--- src/rtl/pwm_aq_pkg.sv ---
package pwm_aq_pkg;
  typedef enum logic [1:0] {MODE_UP = 2'd0, MODE_DOWN = 2'd1, MODE_UPDN = 2'd2, MODE_HOLD = 2'd3} cnt_mode_e;
  typedef enum logic [1:0] {ACT_NONE = 2'd0, ACT_LOW = 2'd1, ACT_HIGH = 2'd2, ACT_FLIP = 2'd3} act_e;
  typedef enum logic [1:0] {LD_ZERO = 2'd0, LD_PRD = 2'd1, LD_BOTH = 2'd2, LD_NEVER = 2'd3} ld_pt_e;

  localparam int A_CTRL   = 0;
  localparam int A_PRD    = 1;
  localparam int A_CMPA   = 2;
  localparam int A_CMPB   = 3;
  localparam int A_CMPCTL = 4;
  localparam int A_ACT0   = 5;
  localparam int A_ACT1   = 6;
  localparam int A_TRIP   = 7;
  localparam int A_CNT    = 8;

  localparam int DIV_LSB = 10;
  localparam int SHD_LSB = 4;
endpackage

--- src/rtl/pwm_aq_timebase.sv ---
module pwm_aq_timebase
  import pwm_aq_pkg::*;
#(
  parameter int CNT_W = 16,
  parameter int DIV_W = 3
) (
  input  logic             clk_i,
  input  logic             rst_ni,
  input  cnt_mode_e        mode_i,
  input  logic [DIV_W-1:0] div_i,
  input  logic [CNT_W-1:0] prd_i,
  output logic [CNT_W-1:0] cnt_o,
  output logic             run_o,
  output logic             up_o,
  output logic             zero_o,
  output logic             prd_o
);
  localparam int PRE_W = (1 << DIV_W) - 1;

  logic [PRE_W-1:0] pre_q;
  logic [PRE_W:0]   one_sh;
  logic [PRE_W-1:0] mask;
  logic [CNT_W-1:0] cnt_q;
  logic             dir_q;

  assign one_sh = (PRE_W+1)'(1) << div_i;
  assign mask   = PRE_W'(one_sh - (PRE_W+1)'(1));
  assign run_o  = ((pre_q & mask) == mask) && (mode_i != MODE_HOLD);
  assign up_o   = (mode_i == MODE_UP) || ((mode_i == MODE_UPDN) && dir_q);
  assign zero_o = run_o && (cnt_q == '0);
  assign prd_o  = run_o && (cnt_q == prd_i);
  assign cnt_o  = cnt_q;

  always_ff @(posedge clk_i or negedge rst_ni) begin
    if (!rst_ni) begin
      pre_q <= '0;
      cnt_q <= '0;
      dir_q <= 1'b1;
    end else begin
      pre_q <= pre_q + PRE_W'(1);
      if (run_o) begin
        unique case (mode_i)
          MODE_UP: begin
            cnt_q <= (cnt_q >= prd_i) ? '0 : cnt_q + CNT_W'(1);
            dir_q <= 1'b1;
          end
          MODE_DOWN: begin
            cnt_q <= (cnt_q == '0) ? prd_i : cnt_q - CNT_W'(1);
            dir_q <= 1'b1;
          end
          MODE_UPDN: begin
            if (dir_q) begin
              if (cnt_q >= prd_i) begin
                dir_q <= 1'b0;
                cnt_q <= (cnt_q == '0) ? '0 : cnt_q - CNT_W'(1);
              end else begin
                cnt_q <= cnt_q + CNT_W'(1);
              end
            end else if (cnt_q == '0) begin
              dir_q <= 1'b1;
              cnt_q <= (prd_i == '0) ? '0 : CNT_W'(1);
            end else begin
              cnt_q <= cnt_q - CNT_W'(1);
            end
          end
          default: cnt_q <= cnt_q;
        endcase
      end
    end
  end
endmodule

--- src/rtl/pwm_aq_cmp.sv ---
module pwm_aq_cmp
  import pwm_aq_pkg::*;
#(
  parameter int CNT_W = 16
) (
  input  logic             clk_i,
  input  logic             rst_ni,
  input  logic             wr_i,
  input  logic [CNT_W-1:0] wdata_i,
  input  logic             shadow_i,
  input  ld_pt_e           ld_i,
  input  logic             zero_i,
  input  logic             prd_i,
  output logic [CNT_W-1:0] act_o
);
  logic [CNT_W-1:0] shd_q;
  logic             load;

  always_comb begin
    unique case (ld_i)
      LD_ZERO: load = zero_i;
      LD_PRD:  load = prd_i;
      LD_BOTH: load = zero_i | prd_i;
      default: load = 1'b0;
    endcase
  end

  always_ff @(posedge clk_i or negedge rst_ni) begin
    if (!rst_ni) begin
      shd_q <= '0;
      act_o <= '0;
    end else begin
      if (wr_i) shd_q <= wdata_i;
      if (wr_i && !shadow_i) act_o <= wdata_i;
      else if (shadow_i && load) act_o <= shd_q;
    end
  end
endmodule

--- src/rtl/pwm_aq_action.sv ---
module pwm_aq_action
  import pwm_aq_pkg::*;
(
  input  logic       clk_i,
  input  logic       rst_ni,
  input  logic [1:0] z_ctl_i,
  input  logic [1:0] a_ctl_i,
  input  logic [1:0] b_ctl_i,
  input  logic       ev_z_i,
  input  logic       ev_a_i,
  input  logic       ev_b_i,
  output logic       q_o
);
  act_e code;

  // B over A over zero; an event coded none does not mask a lower one
  always_comb begin
    if (ev_b_i && b_ctl_i != 2'd0)      code = act_e'(b_ctl_i);
    else if (ev_a_i && a_ctl_i != 2'd0) code = act_e'(a_ctl_i);
    else if (ev_z_i && z_ctl_i != 2'd0) code = act_e'(z_ctl_i);
    else                                code = ACT_NONE;
  end

  always_ff @(posedge clk_i or negedge rst_ni) begin
    if (!rst_ni) q_o <= 1'b0;
    else begin
      unique case (code)
        ACT_LOW:  q_o <= 1'b0;
        ACT_HIGH: q_o <= 1'b1;
        ACT_FLIP: q_o <= ~q_o;
        default:  q_o <= q_o;
      endcase
    end
  end
endmodule

--- src/rtl/pwm_aq_top.sv ---
module pwm_aq_top
  import pwm_aq_pkg::*;
#(
  parameter int CNT_W  = 16,
  parameter int DIV_W  = 3,
  parameter int ADDR_W = 4
) (
  input  logic              clk_i,
  input  logic              rst_ni,
  input  logic              wr_en_i,
  input  logic [ADDR_W-1:0] addr_i,
  input  logic [15:0]       wdata_i,
  output logic [15:0]       rdata_o,
  input  logic              trip_i,
  output logic [1:0]        pwm_o
);
  localparam int NCH = 2;

  logic [15:0]      ctrl_q, cmpctl_q;
  logic [15:0]      act_q [NCH];
  logic [CNT_W-1:0] prd_q, cnt;
  logic [CNT_W-1:0] cmp_act [NCH];
  logic [NCH-1:0]   ev_cmp, raw;
  logic             run, up, ev_zero, ev_prd, trip_q;

  always_ff @(posedge clk_i or negedge rst_ni) begin
    if (!rst_ni) begin
      ctrl_q   <= '0;
      prd_q    <= '0;
      cmpctl_q <= '0;
      for (int i = 0; i < NCH; i++) act_q[i] <= '0;
    end else if (wr_en_i) begin
      if (addr_i == ADDR_W'(A_CTRL))   ctrl_q   <= wdata_i;
      if (addr_i == ADDR_W'(A_PRD))    prd_q    <= wdata_i[CNT_W-1:0];
      if (addr_i == ADDR_W'(A_CMPCTL)) cmpctl_q <= wdata_i;
      for (int i = 0; i < NCH; i++)
        if (addr_i == ADDR_W'(A_ACT0 + i)) act_q[i] <= wdata_i;
    end
  end

  always_ff @(posedge clk_i or negedge rst_ni) begin
    if (!rst_ni)      trip_q <= 1'b0;
    else if (trip_i)  trip_q <= 1'b1;
    else if (wr_en_i && addr_i == ADDR_W'(A_TRIP) && wdata_i[0]) trip_q <= 1'b0;
  end

  pwm_aq_timebase #(.CNT_W(CNT_W), .DIV_W(DIV_W)) u_tb (
    .clk_i, .rst_ni,
    .mode_i (cnt_mode_e'(ctrl_q[1:0])),
    .div_i  (ctrl_q[DIV_LSB +: DIV_W]),
    .prd_i  (prd_q),
    .cnt_o  (cnt),
    .run_o  (run),
    .up_o   (up),
    .zero_o (ev_zero),
    .prd_o  (ev_prd)
  );

  for (genvar g = 0; g < NCH; g++) begin : g_cmp
    pwm_aq_cmp #(.CNT_W(CNT_W)) u_cmp (
      .clk_i, .rst_ni,
      .wr_i     (wr_en_i && addr_i == ADDR_W'(A_CMPA + g)),
      .wdata_i  (wdata_i[CNT_W-1:0]),
      .shadow_i (cmpctl_q[SHD_LSB + 2*g]),
      .ld_i     (ld_pt_e'(cmpctl_q[2*g +: 2])),
      .zero_i   (ev_zero),
      .prd_i    (ev_prd),
      .act_o    (cmp_act[g])
    );
    assign ev_cmp[g] = run && up && (cnt == cmp_act[g]);
  end

  for (genvar g = 0; g < NCH; g++) begin : g_out
    pwm_aq_action u_act (
      .clk_i, .rst_ni,
      .z_ctl_i (act_q[g][1:0]),
      .a_ctl_i (act_q[g][5:4]),
      .b_ctl_i (act_q[g][9:8]),
      .ev_z_i  (ev_zero),
      .ev_a_i  (ev_cmp[0]),
      .ev_b_i  (ev_cmp[1]),
      .q_o     (raw[g])
    );
  end

  assign pwm_o = raw & {NCH{~trip_q}};

  always_comb begin
    unique case (addr_i)
      ADDR_W'(A_CTRL):   rdata_o = ctrl_q;
      ADDR_W'(A_PRD):    rdata_o = 16'(prd_q);
      ADDR_W'(A_CMPA):   rdata_o = 16'(cmp_act[0]);
      ADDR_W'(A_CMPB):   rdata_o = 16'(cmp_act[1]);
      ADDR_W'(A_CMPCTL): rdata_o = cmpctl_q;
      ADDR_W'(A_ACT0):   rdata_o = act_q[0];
      ADDR_W'(A_ACT1):   rdata_o = act_q[1];
      ADDR_W'(A_TRIP):   rdata_o = {15'd0, trip_q};
      ADDR_W'(A_CNT):    rdata_o = 16'(cnt);
      default:           rdata_o = '0;
    endcase
  end
endmodule

--- config.mk ---
export PLATFORM = sky130hd
export DESIGN_NAME = pwm_aq_top
export DESIGN_NICKNAME = d
export VERILOG_FILES = /design/src/rtl/pwm_aq_pkg.sv /design/src/rtl/pwm_aq_timebase.sv /design/src/rtl/pwm_aq_cmp.sv /design/src/rtl/pwm_aq_action.sv /design/src/rtl/pwm_aq_top.sv
export SDC_FILE = /design/constraint.sdc
export NUM_CORES = 1
export LEC_CHECK = 0
export BUFFER_PORTS_ARGS = -buffer_cell sky130_fd_sc_hd__buf_2
export CORE_MARGIN = 2
export CORE_UTILIZATION = 25
export DETAILED_ROUTE_END_ITERATION = 16
export PLACE_DENSITY = 0.51
export SYNTH_ARGS = -nofsm -noshare
export SYNTH_HDL_FRONTEND = slang
export SYNTH_HIERARCHICAL = 1
export SYNTH_SLANG_ARGS = --single-unit
--- constraint.sdc ---
create_clock -name clk_i -period 3.2 [get_ports clk_i]
set_clock_uncertainty 0.2 [all_clocks]
set_input_delay 0.48 -clock clk_i [delete_from_list [all_inputs] [get_ports clk_i]]
set_output_delay 0.48 -clock clk_i [all_outputs]
set_load 0.05 [all_outputs]
==> results of run 1 <==
[cells by family (layout without fill, tap and decap cells)]
logic type      after synthesis  in the layout
mux                         180            180
flops                       171            171
buf+inv                      83            173
fa+ha+maj                    23             23
simple gates                182            182
xor+xnor                     46             46
compound gates              165            165
[metrics by stage]
step	std cells	setup slack (ps)	utilization [%]
after floorplan	850	19.8	-
after global placement	1432	80.7	28.2
after detailed placement	1432	69.8	28.2
after CTS	1465	55.4	29.8
after global routing	1465	12.5	29.9
final	1465	155	29.9
[per-layer routing]
metal / part of all wire, % / GRT usage, %
met5: 0 / 0
met4: 2.3 / 4.62
met3: 4.6 / 2.46
met2: 47 / 23.8
met1: 47 / 20.6
[path summary, 6_finish.rpt]
check | from | endpoint | slack (ps)
hold reg to reg | u_tb/pre_q[6] | u_tb/pre_q[6] | 290
min in group asynchronous | rst_ni | ctrl_q[10] | 370
setup / recovery | prd_q[9] | g_cmp[1].u_cmp/act_o[10] | 150
hold / removal | trip_i | trip_q | 30
max in group asynchronous | rst_ni | u_tb/dir_q | 1590
setup reg to reg | prd_q[9] | g_cmp[1].u_cmp/act_o[10] | 150
[sequential cells by signal (all words and copies together), names as in the netlist]
| signal | count |
|---|---|
| g_cmp.u_cmp/act_o | 32 |
| prd_q | 16 |
| trip_q | 1 |
| cmpctl_q | 16 |
| g_out.u_act/q_o | 2 |
| ctrl_q | 16 |
| g_cmp.u_cmp/shd_q | 32 |
| u_tb/cnt_o | 16 |
| u_tb/dir_q | 1 |
| act_q | 32 |
| u_tb/pre_q | 7 |
[where the power goes]
part           internal, mW  switching [mW]  total [mW]
registers              2.71           0.548        3.25
logic                  1.48            1.62        3.10
clock network          1.22            1.03        2.25
[cell usage after synthesis (all sizes together) (3+ instances only)]
| library cell | instances |
|---|---|
| mux2 | 178 |
| dfrtp | 170 |
| nand2 | 36 |
| nand3 | 35 |
| inv | 34 |
| buf | 32 |
| xnor2 | 31 |
| a22oi | 29 |
| nand4 | 26 |
| a21oi | 25 |
| ha | 23 |
| clkbuf | 16 |
| a31oi | 15 |
| nor2 | 15 |
| xor2 | 15 |
| nor4 | 14 |
| a221oi | 13 |
| a22o | 12 |
| nor3 | 11 |
| o21ai | 11 |
| o311ai | 10 |
| o221ai | 9 |
| nand2b | 8 |
| a21o | 7 |
| and3 | 6 |
| o211ai | 6 |
| a222oi | 5 |
| nor4b | 5 |
| o31a | 5 |
| and4 | 4 |
| or3 | 4 |
| and2 | 3 |
| and4bb | 3 |
| nor2b | 3 |
[layout make-up]
class	count	share of cell area, %
sequential	171	35.8
inverter	35	1.10
multi-input combinational	596	45.8
clock buffer	17	3.56
clock inverter	15	1.83
timing repair buffer	106	6.42
tap	525	5.49
[repair_timing]
| action | 4_1_cts | 5_1_grt |
|---|---|---|
| endpoints found under the hold margin | 36 | 0 |
| setup endpoints to repair | 0 | 35 |
| resized for setup | 0 | 3 |
| hold buffers | 1 | 0 |
==> impl_metrics.ini, run 1 <==
[finish]
layout.area.seq_sq_mm = 0.00428
multi_input_comb_area_sq_mm = 0.00548
post_route_cells_drive_above_1_share_pct = 37.1
final_area_sq_mm = 0.0120
final_cell_mix = sky130_fd_sc_hd__dfrtp_1, sky130_fd_sc_hd__mux2_2, sky130_fd_sc_hd__mux2_4
final_common_cell = sky130_fd_sc_hd__dfrtp_1
synthToLayoutAreaGrowth_pct = 17.3
layout.nets = 974
layout.filler_cells = 4170
antennaDiodeCount = 0

[clocking]
clk_latency_ps = 440
clock-sinks = 171
clk_transition_reported_paths_ps = 70
cts_tree = yes
library_cell_used_as_clock_root_buffer = sky130_fd_sc_hd__clkbuf_16
cts_htree_levels = 4
cts_setup_buffers = 0
clockBufferDepth = 2
cts-buffers-inserted = 17

[worst_setup_path]
worst_ep_required_time_ps = 3320
path_class = register to register
worstPathCellList = inv_1 -> ha_1 -> nand4_1 -> nor4_2 -> and3_1 -> a21oi_1 -> o311ai_4 -> buf_12 -> mux2_2
cp-end-kind = register
worstSetupPathDepth = 9
worst-endpoint-arrival_ps = 3170
crit_fanout = 16
critical_path_buf_inv_count = 2
worst_path_max_delay_cell = sky130_fd_sc_hd__dfrtp_1
cp_top_family = simple AND/OR/NAND/NOR gates
worst-r2r-cell-count = 9
start_kind = register
critical_path.max_stage_delay_ps = 450

[route]
routed-via-count = 7539
dr.first_iter.drc_count = 557
finalWirelength_um = 30600
final_antenna_net_count = 0
post_drt_wl_per_cell_um = 20.9
detail_route.drc_violations = 0
routed_via_density = 5.15
first_pass_iters = 5

[floorplan]
io_pins = 42
die-width_um = 206
std_cell_rows = 73
floorplan.initialDensity_pct = 25.5
std_cell_core_area_sq_mm = 0.0400
fp.dieH_um = 206
total_die_area_sq_mm = 0.0424

[synth]
yosys_register_bits = 171
synth-simple-area-share_pct = 11.5
yosysUniqueCellTypes = 78
ys_seq_area_share_pct = 42.0
synth-edff-count = 0
synth-compound-area-share_pct = 12.7
post_synth_mux_area_share_pct = 22.4
netlist_area_sq_mm = 0.0102
asyncSetResetFlopFracSynth_pct = 100
synth_top_cell_by_area = sky130_fd_sc_hd__dfrtp_1
yosys_warnings = 6
top_cells_by_area_in_the_synthesized_netlist = sky130_fd_sc_hd__dfrtp_1, sky130_fd_sc_hd__mux2_2, sky130_fd_sc_hd__mux2_4
avg_synthesized_cell_area_sq_um = 12.0
synth_top_family_by_area = multiplexers
postSynth.topFlopCell = sky130_fd_sc_hd__dfrtp_1
synthXorXnorAreaFrac_pct = 3.95
netlist.area_leader.share_pct = 41.7
netlist_instances = 850
synthesis.nets = 897
post_synth_adder_cell_area_pct = 2.82

[sta]
final-setup-viol-count = 0
grt_setup_unrepaired = false
slew_headroom_pct = 50.1
period_share_pct = 95.2
timing.setup.tns_ps = 0
layout_min_cycle_time_ps = 3050
worst-slew-pin-transition_ps = 743
slew_viol_final = 0
fin_hold_ws_ps = 25.4
finalHoldViolCount = 0
max_freq_ghz = 0.328

[grt]
grt_start_max_net_pins = 91
first_global_vias = 7673
antenna_found_initial = 0
grt_first_pass_wirelength_um = 47500
track_usage_pct = 14.9
grt_overflow_total = 0

[worst_hold_path]
worstHoldPathCells = 2
hold_class = input port to register

[power]
leakage_nw = 5.22
power_per_cell_area_mw_per_mm2 = 719
ir_drop_mv = 0.387
total_power_mw = 8.60

[place]
place.detailed.hpwl_um = 22400
place.port_buffers = 41
postPlaceCellArea_sq_mm = 0.0113
globalplace.congestion = 0.880

[run]
maxCapViolations = 0

[status]
status = completed
Note: power is estimated with default switching activity, not from simulation.
==> run 2: changes to the inputs <==
--- a/config.mk
+++ b/config.mk
@@ -6,10 +6,14 @@
 export NUM_CORES = 1
 export LEC_CHECK = 0
 export BUFFER_PORTS_ARGS = -buffer_cell sky130_fd_sc_hd__buf_2
+export CAP_MARGIN = 20
+export CELL_PAD_IN_SITES_DETAIL_PLACEMENT = 0
+export CELL_PAD_IN_SITES_GLOBAL_PLACEMENT = 1
 export CORE_MARGIN = 2
 export CORE_UTILIZATION = 25
+export CTS_BUF_LIST = sky130_fd_sc_hd__clkbuf_16
 export DETAILED_ROUTE_END_ITERATION = 16
-export PLACE_DENSITY = 0.51
+export PLACE_DENSITY = 0.58
 export SYNTH_ARGS = -nofsm -noshare
 export SYNTH_HDL_FRONTEND = slang
 export SYNTH_HIERARCHICAL = 1
==> run 2 against run 1 <==
Compared with the run above:
- routed wire length increased by 6.0%
- first-iteration DRC count shrank 0.54%
- register-to-register slack improved by 40 ps
- die area is the same
- sequential power decreased by 1%
- via count down 0.98%
- hold slack better by 4.5 ps
- critical path depth unchanged
- sequential share of layout area hardly changed
- highest routed layer unchanged
- worst setup slack improved by 41 ps
- total power fell by 2.4%
==> impl_metrics.ini, run 2 (same netlist as run 1, synthesis figures left out) <==
[clocking]
clk_latency_ps = 430
cts_htree_levels = 4
clk_transition_reported_paths_ps = 80
cts_setup_buffers = 0
cts-buffers-inserted = 17
clock-sinks = 171
clockBufferDepth = 2
cts_tree = yes
library_cell_used_as_clock_root_buffer = sky130_fd_sc_hd__clkbuf_16

[power]
share_clk_of_total_power_pct = 24.2
switchingPower_mw = 3.16
p_int_mw = 5.23
power_switching_share_pct = 37.7
leakage_nw = 5.21
sequential_group_share_of_total_power_pct = 38.2
power_per_cell_area_mw_per_mm2 = 703
ir_drop_mv = 0.276
total_power_mw = 8.39
power.combinational.fraction_pct = 37.6

[grt]
grt_overflow_total = 0
first_global_vias = 7576
grt_start_max_net_pins = 102
antenna_found_initial = 0
grt_first_pass_wirelength_um = 49400
track_usage_pct = 15.7

[route]
first_pass_iters = 5
detail_route.drc_violations = 0
dr.first_iter.drc_count = 554
routed_via_density = 5.08
post_drt_wl_per_cell_um = 22.0
finalWirelength_um = 32400
routed-via-count = 7465
final_antenna_net_count = 0

[floorplan]
io_pins = 42
floorplan.initialDensity_pct = 25.5
fp.dieH_um = 206
die-width_um = 206
total_die_area_sq_mm = 0.0424
std_cell_core_area_sq_mm = 0.0400
std_cell_rows = 73

[place]
place.port_buffers = 41
place.detailed.hpwl_um = 23100
pre_cts_ws_ps = 177
globalplace.congestion = 0.832

[worst_hold_path]
hold_class = input port to register

[sta]
slew_viol_final = 0
layout_setup_ws_ps = 196
grt_setup_unrepaired = false
period_share_pct = 93.9
timing.setup.tns_ps = 0
worst-slew-pin-transition_ps = 724
finalHoldViolCount = 0
max_freq_ghz = 0.333
layout_min_cycle_time_ps = 3000
final-setup-viol-count = 0
slew_headroom_pct = 51.7

[finish]
biggestRegsByFlops = act_q x32, g_cmp.u_cmp/act_o x32, g_cmp.u_cmp/shd_q x32
antennaDiodeCount = 0
layout.nets = 979
final_cell_mix = sky130_fd_sc_hd__dfrtp_1, sky130_fd_sc_hd__mux2_2, sky130_fd_sc_hd__mux2_4
final_common_cell = sky130_fd_sc_hd__dfrtp_1
synthToLayoutAreaGrowth_pct = 17.2
post_route_cells_drive_above_1_share_pct = 37.2

[worst_setup_path]
worst-endpoint-arrival_ps = 3130
worst_ep_required_time_ps = 3320
cp-end-kind = register
crit_fanout = 16
setup.reg_to_reg.worst_slack_ps = 200
path_class = register to register
start_kind = register

[run]
maxCapViolations = 0

[status]
status = completed
-- run 2: changes by cell type in the layout (fill, tap and decap cells not counted), moves of 2 or more --
cell | before | now
sky130_fd_sc_hd__clkinvlp_4 | 0 | 2
sky130_fd_sc_hd__inv_8 | 6 | 4
sky130_fd_sc_hd__buf_4 | 60 | 62
sky130_fd_sc_hd__clkinv_8 | 4 | 1
sky130_fd_sc_hd__buf_12 | 5 | 9
sky130_fd_sc_hd__bufinv_16 | 2 | 0
sky130_fd_sc_hd__clkinv_1 | 1 | 3
sky130_fd_sc_hd__inv_6 | 2 | 4
-- run 2: worst paths after layout --
| path | startpoint | endpoint | cells past startpoint |
|---|---|---|---|
| max | prd_q[10] | g_cmp[0].u_cmp/act_o[9] | 9 |
| min | trip_i | trip_q | 2 |
| max reg2reg | prd_q[10] | g_cmp[0].u_cmp/act_o[9] | 9 |
| min reg2reg | u_tb/pre_q[6] | u_tb/pre_q[6] | 1 |
| max in group asynchronous | rst_ni | ctrl_q[3] | 3 |
| min in group asynchronous | rst_ni | u_tb/pre_q[3] | 3 |
-- run 2: metal layers --
layer / part of all wire (%) / GRT usage [%] / wire length, um
met5: 0 / 0 / 0
met1: 47 / 21.9 / 15200
met4: 1.9 / 4.21 / 617
met3: 3.5 / 2.00 / 1130
met2: 48 / 25.6 / 15500
-- run 2: through the flow --
step	hold WS (ps)	cell area [sq um]	instances	utilization, %
global placement	256	11400	1436	28.4
detailed placement	259	11400	1437	28.4
global route	24.6	11900	1470	29.9
floorplan	-15.6	10200	850	-
CTS	20.3	11900	1470	29.8
finish	29.9	11900	1470	29.9
-- run 2: timing repair --
item                                   in CTS  in global routing
hold buffers                                1                  0
endpoints found under the hold margin     170                  0
setup endpoints to repair                   0                  7
resized for setup                           0                  2
-- run 2: worst max-delay path, cell delays in order, from the launching register on --
cell	delay, ps
sky130_fd_sc_hd__dfrtp_1	440
sky130_fd_sc_hd__inv_1	70
sky130_fd_sc_hd__ha_1	290
sky130_fd_sc_hd__nand4_1	130
sky130_fd_sc_hd__nor4_1	440
sky130_fd_sc_hd__and3_1	320
sky130_fd_sc_hd__a21oi_1	130
sky130_fd_sc_hd__o311ai_4	280
sky130_fd_sc_hd__buf_12	220
sky130_fd_sc_hd__mux2_2	350
-- run 2: area by class of cell --
class | instances | area [sq um]
Sequential cell | 171 | 4280
Timing Repair Buffer | 111 | 857
Tap cell | 525 | 657
Multi-Input combinational cell | 596 | 5460
Clock inverter | 15 | 133
Inverter | 35 | 131
Fill cell | 4183 | 28100
Clock buffer | 17 | 425
-- run 2: power groups by stage --
stage	Combinational [mW]	Sequential [mW]	Clock [mW]
after floorplan	2.06	3.13	0
after global placement	3.11	3.24	0
after detailed placement	3.14	3.25	0
after CTS	3.15	3.21	2.06
after global routing	3.40	3.29	2.18
final	3.16	3.21	2.03
